<file path="config.mk">
export PLATFORM = sky130hd
export DESIGN_NAME = shutter_speed_if
export DESIGN_NICKNAME = d
export VERILOG_FILES = /design/src/rtl/shutter_pkg.sv /design/src/rtl/pin_sync.sv /design/src/rtl/serial_stager.sv /design/src/rtl/preset_lookup.sv /design/src/rtl/shutter_speed_if.sv
export SDC_FILE = /design/constraint.sdc
export NUM_CORES = 1
export LEC_CHECK = 0
export CORE_MARGIN = 2
export CORE_UTILIZATION = 42
export DETAILED_ROUTE_END_ITERATION = 6
export PLACE_DENSITY = 0.64
export SYNTH_ARGS = -nofsm -noshare
export SYNTH_HDL_FRONTEND = slang
export SYNTH_SLANG_ARGS = --single-unit
</file>
<file path="constraint.sdc">
create_clock -name clk_i -period 1.45 [get_ports clk_i]
set_input_delay 0.29 -clock clk_i [delete_from_list [all_inputs] [get_ports clk_i]]
set_output_delay 0.29 -clock clk_i [all_outputs]
set_load 0.01 [all_outputs]
</file>
<file path="src/rtl/shutter_pkg.sv">
package shutter_pkg;
  localparam int WORD_W = 8;
  localparam int CODE_W = 3;
  localparam int N_CODES = 1 << CODE_W;

  typedef logic [WORD_W-1:0] word_t;
  typedef logic [CODE_W-1:0] code_t;
  typedef enum logic {STD_EIA = 1'b0, STD_CCIR = 1'b1} std_e;

  // Code 7 is the longest exposure, code 0 the shortest.
  function automatic word_t preset_val(std_e s, code_t c);
    word_t v;
    if (s == STD_CCIR) begin
      case (c)
        3'd7:    v = 8'hE1;
        3'd6:    v = 8'hC5;
        3'd5:    v = 8'hA7;
        3'd4:    v = 8'h97;
        3'd3:    v = 8'h82;
        3'd2:    v = 8'h65;
        3'd1:    v = 8'h4A;
        default: v = 8'h00;
      endcase
    end else begin
      case (c)
        3'd7:    v = 8'hED;
        3'd6:    v = 8'hCA;
        3'd5:    v = 8'hAC;
        3'd4:    v = 8'h9C;
        3'd3:    v = 8'h87;
        3'd2:    v = 8'h6A;
        3'd1:    v = 8'h4E;
        default: v = 8'h00;
      endcase
    end
    return v;
  endfunction
endpackage

</file>
<file path="src/rtl/pin_sync.sv">
module pin_sync #(
  parameter int W      = 3,
  parameter int STAGES = 2
) (
  input  logic         clk_i,
  input  logic         rst_ni,
  input  logic [W-1:0] d_i,
  output logic [W-1:0] q_o,
  output logic [W-1:0] rise_o
);
  logic [W-1:0] stg [STAGES];
  logic [W-1:0] prev_q;

  generate
    for (genvar s = 0; s < STAGES; s++) begin : g_stage
      if (s == 0) begin : g_first
        always_ff @(posedge clk_i or negedge rst_ni)
          if (!rst_ni) stg[0] <= '0;
          else         stg[0] <= d_i;
      end else begin : g_next
        always_ff @(posedge clk_i or negedge rst_ni)
          if (!rst_ni) stg[s] <= '0;
          else         stg[s] <= stg[s-1];
      end
    end
  endgenerate

  always_ff @(posedge clk_i or negedge rst_ni)
    if (!rst_ni) prev_q <= '0;
    else         prev_q <= stg[STAGES-1];

  assign q_o    = stg[STAGES-1];
  assign rise_o = stg[STAGES-1] & ~prev_q;
endmodule

</file>
<file path="src/rtl/serial_stager.sv">
module serial_stager
  import shutter_pkg::*;
(
  input  logic  clk_i,
  input  logic  rst_ni,
  input  logic  shift_i,
  input  logic  bit_i,
  output word_t stage_o
);
  word_t sr_q;

  // MSB first: earliest bit migrates to the top
  always_ff @(posedge clk_i or negedge rst_ni)
    if (!rst_ni)      sr_q <= '0;
    else if (shift_i) sr_q <= {sr_q[WORD_W-2:0], bit_i};

  assign stage_o = sr_q;
endmodule

</file>
<file path="src/rtl/preset_lookup.sv">
module preset_lookup
  import shutter_pkg::*;
(
  input  std_e  std_i,
  input  code_t code_i,
  output word_t val_o
);
  word_t tbl [2];

  generate
    for (genvar g = 0; g < 2; g++) begin : g_std
      assign tbl[g] = preset_val(std_e'(g), code_i);
    end
  endgenerate

  assign val_o = tbl[std_i];
endmodule

</file>
<file path="src/rtl/shutter_speed_if.sv">
module shutter_speed_if
  import shutter_pkg::*;
#(
  parameter int SYNC_STAGES = 2
) (
  input  logic              clk_i,
  input  logic              rst_ni,
  input  logic              enable_i,
  input  logic              iris_mode_i,
  input  logic              serial_mode_i,
  input  logic              ccir_i,
  input  logic              line0_i,
  input  logic              line1_i,
  input  logic              line2_i,
  output logic [WORD_W-1:0] load_val_o,
  output logic              shutter_on_o,
  output logic              discharge_en_o
);
  logic [CODE_W-1:0] lines_sync, lines_rise;
  logic              strobe_rise, shift_rise, data_bit, shift_en, active;
  word_t             stage_w, preset_w, active_q;

  pin_sync #(.W(CODE_W), .STAGES(SYNC_STAGES)) u_sync (
    .clk_i  (clk_i),
    .rst_ni (rst_ni),
    .d_i    ({line2_i, line1_i, line0_i}),
    .q_o    (lines_sync),
    .rise_o (lines_rise)
  );

  assign strobe_rise = lines_rise[0];
  assign shift_rise  = lines_rise[1];
  assign data_bit    = lines_sync[2];
  assign active      = enable_i & ~iris_mode_i;
  assign shift_en    = active & serial_mode_i & shift_rise;

  serial_stager u_stage (
    .clk_i   (clk_i),
    .rst_ni  (rst_ni),
    .shift_i (shift_en),
    .bit_i   (data_bit),
    .stage_o (stage_w)
  );

  preset_lookup u_lut (
    .std_i  (std_e'(ccir_i)),
    .code_i (lines_sync),
    .val_o  (preset_w)
  );

  always_ff @(posedge clk_i or negedge rst_ni)
    if (!rst_ni)                            active_q <= '0;
    else if (active && !serial_mode_i)      active_q <= preset_w;
    else if (active && strobe_rise)         active_q <= stage_w;

  assign load_val_o     = active_q;
  assign shutter_on_o   = active;
  assign discharge_en_o = enable_i;
endmodule

</file>
==> metrics.cfg, run 1 <==
[timing]
finalMaxSlewViolations=0
slew_headroom_pct=80.29
setup_viol=0
worst_pin_slew_ns=0.2957
timing.fmax_mhz=746.6
period_minus_slack_ns=1.339
final.setup.worst_slack_ns=0.1105
fin_skew_ns=0.008022
tns_ns=0
hold_viol=0
holdWs_ns=0.3260
finalCritPeriodShare_pct=92.38
rsz0062_at_grt=false

[setup_path]
r2r_cells=3
crit_top_cell=buf_4
crit_slowest_cell=clkdlybuf4s50_1
critical_path_buf_inv_count=4
r2r-end=load_val_o[0]$_DFFE_PN0P_
critical_path_arrival_ns=1.54
cp.required_ns=1.65
cp-start-kind=input port
worstSetupPathType=in -> reg
crit_family=buffers and inverters
r2r_slack_ns=0.17
cp-end-kind=flop
crit_chain=clkdlybuf4s50_1 > buf_4 > inv_1 > o21ai_1 > buf_4 > o21ai_0
rr_startpoint=u_sync.q_o[1]$_DFF_PN0_
cpPeakStageDelay_ns=0.48
cp_max_fo=11

[place]
place_inst=139
place_area_mm2=0.001275
dp_hpwl_um=1377
pre_cts_slack_ns=-0.3785
globalplace.congestion=0.9106
io_buffers=18

[finish]
layout-drive-gt1-share_pct=21.05
fillerInstances=217
syn2layout_area_growth_pct=25.27
fin_area_mm2=0.001296
fin_nets=125
finalNonFillerCells=142
final_util_pct=56.95
antenna-diode-count=0

[cts]
cts_tree=yes
worstSkewPairLatency_ns=0.30
post_cts_resized=15
numCtsBuffers=3
clk_path_buf_depth=2
ctsHoldBuffers=0
cts.sinks=24
path_clk_slew_ns=0.12
root_buffer=clkbuf_4
htree_num_levels=1
cts_setup_buffers=0

[grt]
grt_max_degree=25
antenna_found_initial=0
first_global_vias=715
globalRouteOverflowTotal=0
use_met2_pct=25.72
use_met1_pct=18.07
grt.met3_usage_pct=3.611
grt_busiest_layer=met2
grt_pass1_wl_um=3077
grt_use_total_pct=15.10

[synthesis]
async_flop_share_pct=100.0
synthTopCellsByCount=dfrtp_1, nand2_1, a21oi_1, mux2_2, o21ai_0
synth_top_area_cell=dfrtp_1
synth_area_leaders=dfrtp_1, mux2_2, nand2_1
netlist_area_mm2=0.001035
syn_inst=90
synthFlopType=dfrtp_1
ys_types=25
yosysMostFrequentCell=dfrtp_1
yosysSeqAreaShare_pct=58.04
synth_top_area_share_pct=58.04
synth_nets=99
syn_area_per_cell_um2=11.50
synth-edff-count=0
yosys_register_bits=24
yosys_warnings=0

[power]
power.internal_mw=0.9454
power_switching_mw=0.3229
p_per_area_mw_per_mm2=978.4
switching_share_pct=25.46
ir_drop_mv=0.6200
p_seq_share_pct=60.8
power_mw=1.268
p_leak_nw=0.6229
power.share.clock_pct=21.5
p_comb_share_pct=17.6

[drt]
viasPerCell=5.303
first_pass_iters=4
drt_iter0_markers=6
totalWireLength_um=1789
detail_route.wl_per_cell_um=12.60
drc=0
drtAntennaViolNets=0
vias=753

[floorplanning]
placementRows=17
ios=19
die_h_um=53.64
start_util_pct=45.46
core_mm2=0.002276
die_w_um=53.64
dieArea_mm2=0.002877

[min_path]
hp-class=in -> async

[status]
outcome=completed

[job]
drv_cap=0

state kept, by name (all words and copies together), names as in the netlist:
| name | count |
|---|---|
| u_stage.stage_o | 8 |
| load_val_o | 8 |
| u_sync.stg | 3 |
| u_sync.prev_q | 2 |
| u_sync.q_o | 3 |
area by class of cell:
type	count	area, µm²	area share (%)
clock buffer	3	22.52	1.737
inverter	3	11.26	0.8687
multi-input combinational	59	402.9	31.08
sequential	24	600.6	46.33
tap	28	35.03	2.703
timing repair buffer	25	224.0	17.28
worst max-delay path by stage:
stage | startpoint | endpoint | cells after the start
after floorplan | u_sync.q_o[0]$_DFF_PN0_ | load_val_o[0]$_DFFE_PN0P_ | 4
after CTS | iris_mode_i | shutter_on_o | 3
after global placement | enable_i | shutter_on_o | 3
after global routing | serial_mode_i | load_val_o[1]$_DFFE_PN0P_ | 7
after detailed placement | enable_i | shutter_on_o | 3
final | serial_mode_i | load_val_o[1]$_DFFE_PN0P_ | 6
power by group through the flow:
stage	combinational (mW)	sequential, mW	clock, mW
global placement	0.245	0.785	0
finish	0.224	0.771	0.273
detailed placement	0.249	0.787	0
floorplan	0.104	0.791	0
global route	0.250	0.781	0.312
CTS	0.228	0.772	0.284
kinds of logic (layout without fill, tap and decap cells):
logic type / after synthesis / count (layout) / share of synthesized area (%)
buf+inv: 7 / 31 / 3.748
compound gates: 26 / 26 / 15.60
simple gates: 25 / 25 / 14.03
mux: 8 / 8 / 8.586
flops: 24 / 24 / 58.04
metal layers:
metal	up-vias	part of all wire [%]
met3	2	4.5
met5	-	0
met4	0	0.73
li1	365	-
met2	17	48
met1	369	47
cells in the final DEF, fill, tap and decap left out:
master            n
dfrtp_1          24
nand2_1          13
dlygate4sd2_1    10
mux2_2            7
a21oi_1           7
o21ai_0           7
buf_4             7
clkdlybuf4s50_1   6
o22ai_1           4
inv_1             3
nand2b_1          3
clkbuf_4          3
o21ai_1           2
nor2_1            2
nor2b_4           1
nand4b_4          1
nor2b_1           1
nor3b_2           1
nand3_1           1
o2bb2ai_1         1
a32oi_1           1
o211ai_1          1
or3b_4            1
nor3_1            1
a21o_2            1
mux2i_1           1
a311o_1           1
a22oi_2           1
dlymetal6s2s_1    1
clkdlybuf4s15_2   1
(Power assumes the default switching activity.)
==> run 2, diff against run 1 <==
--- a/config.mk
+++ b/config.mk
@@ -6,9 +6,10 @@
 export NUM_CORES = 1
 export LEC_CHECK = 0
 export CORE_MARGIN = 2
-export CORE_UTILIZATION = 42
+export CORE_UTILIZATION = 36
 export DETAILED_ROUTE_END_ITERATION = 6
-export PLACE_DENSITY = 0.64
+export MAX_ROUTING_LAYER = met4
+export PLACE_DENSITY = 0.57
 export SYNTH_ARGS = -nofsm -noshare
 export SYNTH_HDL_FRONTEND = slang
 export SYNTH_SLANG_ARGS = --single-unit
==> run 2 against run 1 <==
Compared with the run above:
- core utilization is 8.4 points lower
- highest routed layer unchanged
- largest power group unchanged
- design area is 2.3% higher
- maximum frequency hardly changed
- non-clock buffer count is 3 higher
- register-to-register slack worse by 0.06 ns
- power is 1.9% higher
- die area is 15% higher
- via count is 1.5% lower
- largest cell class unchanged
- critical endpoint is now load_val_o[3]$_DFFE_PN0P_
- setup slack worse by 0.00052 ns
==> metrics.cfg, run 2 (same netlist as run 1, synthesis figures left out) <==
[status]
outcome=completed  ; unchanged

[drt]
viasPerCell=5.014  ; was 5.303
first_pass_iters=4  ; unchanged
vias=742  ; was 753
drt_iter0_markers=15  ; was 6
detail_route.wl_per_cell_um=13.30  ; was 12.60 µm
totalWireLength_um=1968  ; was 1789 µm
drc=0  ; unchanged
drtAntennaViolNets=0  ; unchanged

[place]
io_buffers=18  ; unchanged
globalplace.congestion=0.8783  ; was 0.9106
place_inst=144  ; was 139
pre_cts_slack_ns=-0.3809  ; was -0.3785 ns
dp_hpwl_um=1472  ; was 1377 µm

[floorplanning]
die_h_um=57.61  ; was 53.64 µm
core_mm2=0.002734  ; was 0.002276 mm²
dieArea_mm2=0.003319  ; was 0.002877 mm²
start_util_pct=37.85  ; was 45.46%
ios=19  ; unchanged
placementRows=19  ; was 17
die_w_um=57.61  ; was 53.64 µm

[timing]
setup_viol=0  ; unchanged
fin_skew_ns=0.001506  ; was 0.008022 ns
rsz0062_at_grt=false  ; unchanged
final.setup.worst_slack_ns=0.1100  ; was 0.1105 ns
timing.fmax_mhz=746.3  ; was 746.6 MHz
finalCritPeriodShare_pct=92.41  ; was 92.38%
period_minus_slack_ns=1.340  ; was 1.339 ns
worst_pin_slew_ns=0.3250  ; was 0.2957 ns
slew_headroom_pct=78.33  ; was 80.29%
hold_viol=0  ; unchanged
finalMaxSlewViolations=0  ; unchanged

[cts]
numCtsBuffers=3  ; unchanged
worstSkewPairLatency_ns=0.30  ; about the same
root_buffer=clkbuf_4  ; unchanged
cts_tree=yes  ; unchanged
clk_path_buf_depth=2  ; unchanged
path_clk_slew_ns=0.12  ; about the same
htree_num_levels=1  ; unchanged
cts.sinks=24  ; unchanged

[grt]
globalRouteOverflowTotal=0  ; unchanged
grt_max_degree=25  ; unchanged
grt_pass1_wl_um=3284  ; was 3077 µm
first_global_vias=692  ; was 715
antenna_found_initial=0  ; unchanged
grt_use_total_pct=13.65  ; was 15.10%

[job]
drv_cap=0  ; unchanged

[setup_path]
cp-end-kind=flop  ; unchanged
crit_start=serial_mode_i  ; unchanged
cp_max_fo=5  ; was 11
critical_path_arrival_ns=1.54  ; about the same
cp-start-kind=input port  ; unchanged
worstSetupPathType=in -> reg  ; unchanged
rr_startpoint=u_sync.q_o[1]$_DFF_PN0_  ; unchanged
cp.required_ns=1.65  ; about the same

[finish]
syn2layout_area_growth_pct=28.17  ; was 25.27%
final_common_cell=dfrtp_1  ; unchanged
antenna-diode-count=0  ; unchanged
final_cell_mix=dfrtp_1, nand2_1, dlygate4sd2_1, buf_4  ; was dfrtp_1, nand2_1, dlygate4sd2_1
finalNonFillerCells=148  ; was 142
fin_nets=128  ; was 125
layout-drive-gt1-share_pct=23.93  ; was 21.05%

[min_path]
hp-class=in -> async  ; unchanged

[power]
p_per_area_mw_per_mm2=974.0  ; was 978.4 mW/mm²
ir_drop_mv=0.5389  ; was 0.6200 mV
p_leak_nw=0.6377  ; was 0.6229 nW

run 2: worst max-delay path, stage by stage:
cell and delay (ns):
clkdlybuf4s50_1 0.42, or3b_4 0.44, a21o_2 0.20, o22ai_1 0.11
o21ai_0 0.09
run 2: cell type report:
type / count / area [µm²]
Sequential cell: 24 / 600.6
Fill cell: 257 / 1408
Timing Repair Buffer: 28 / 246.5
Tap cell: 31 / 38.79
Inverter: 3 / 11.26
Clock buffer: 3 / 22.52
Multi-Input combinational cell: 59 / 406.6
run 2: per-layer routing:
metal  vias to the layer above  global-route usage (%)  routed length, µm
li1                        372                       -                  -
met1                       351                   16.91                890
met5                         -                       -                  0
met4                         0                   6.977                 42
met3                         4                   2.009                 59
met2                        15                   21.75                976
run 2: final timing paths:
check                                                   to  slack (ns)  cells after the start
worst min register to register     u_sync.q_o[2]$_DFF_PN0_        0.36                      0
worst max-delay path             load_val_o[3]$_DFFE_PN0P_        0.11                      5
worst max register to register   load_val_o[0]$_DFFE_PN0P_        0.11                      3
worst min-delay path             load_val_o[7]$_DFFE_PN0P_        0.32                      2
max in group asynchronous       u_sync.prev_q[0]$_DFF_PN0_        0.90                      2
min in group clk_i                 u_sync.q_o[2]$_DFF_PN0_        0.36                      0
run 2: metrics by stage:
stage               instance area (µm²)  power [mW]  TNS, ns  hold WS [ns]  utilization [%]
floorplan                          1035      0.8953        0     -0.005591                -
global placement                   1294       1.037   -4.438        0.3328            47.32
detailed placement                 1294       1.044   -4.898        0.3365            47.32
CTS                                1320       1.309        0        0.3245            48.28
global route                       1326       1.355        0        0.3468            48.51
finish                             1326       1.292        0        0.3242            48.51
run 2: repair_timing:
item | CTS | global route
resized for setup | 15 | 2
setup buffers | 1 | 0
hold buffers | 0 | 0
setup endpoints to repair | 11 | 4
run 2: where the power goes:
| group | internal (mW) | switching (mW) | leakage [nW] |
|---|---|---|---|
| registers | 0.730 | 0.0413 | 0.307 |
| clock network | 0.0969 | 0.182 | 0.0138 |
| logic | 0.128 | 0.113 | 0.317 |
| total | 0.955 | 0.336 | 0.638 |
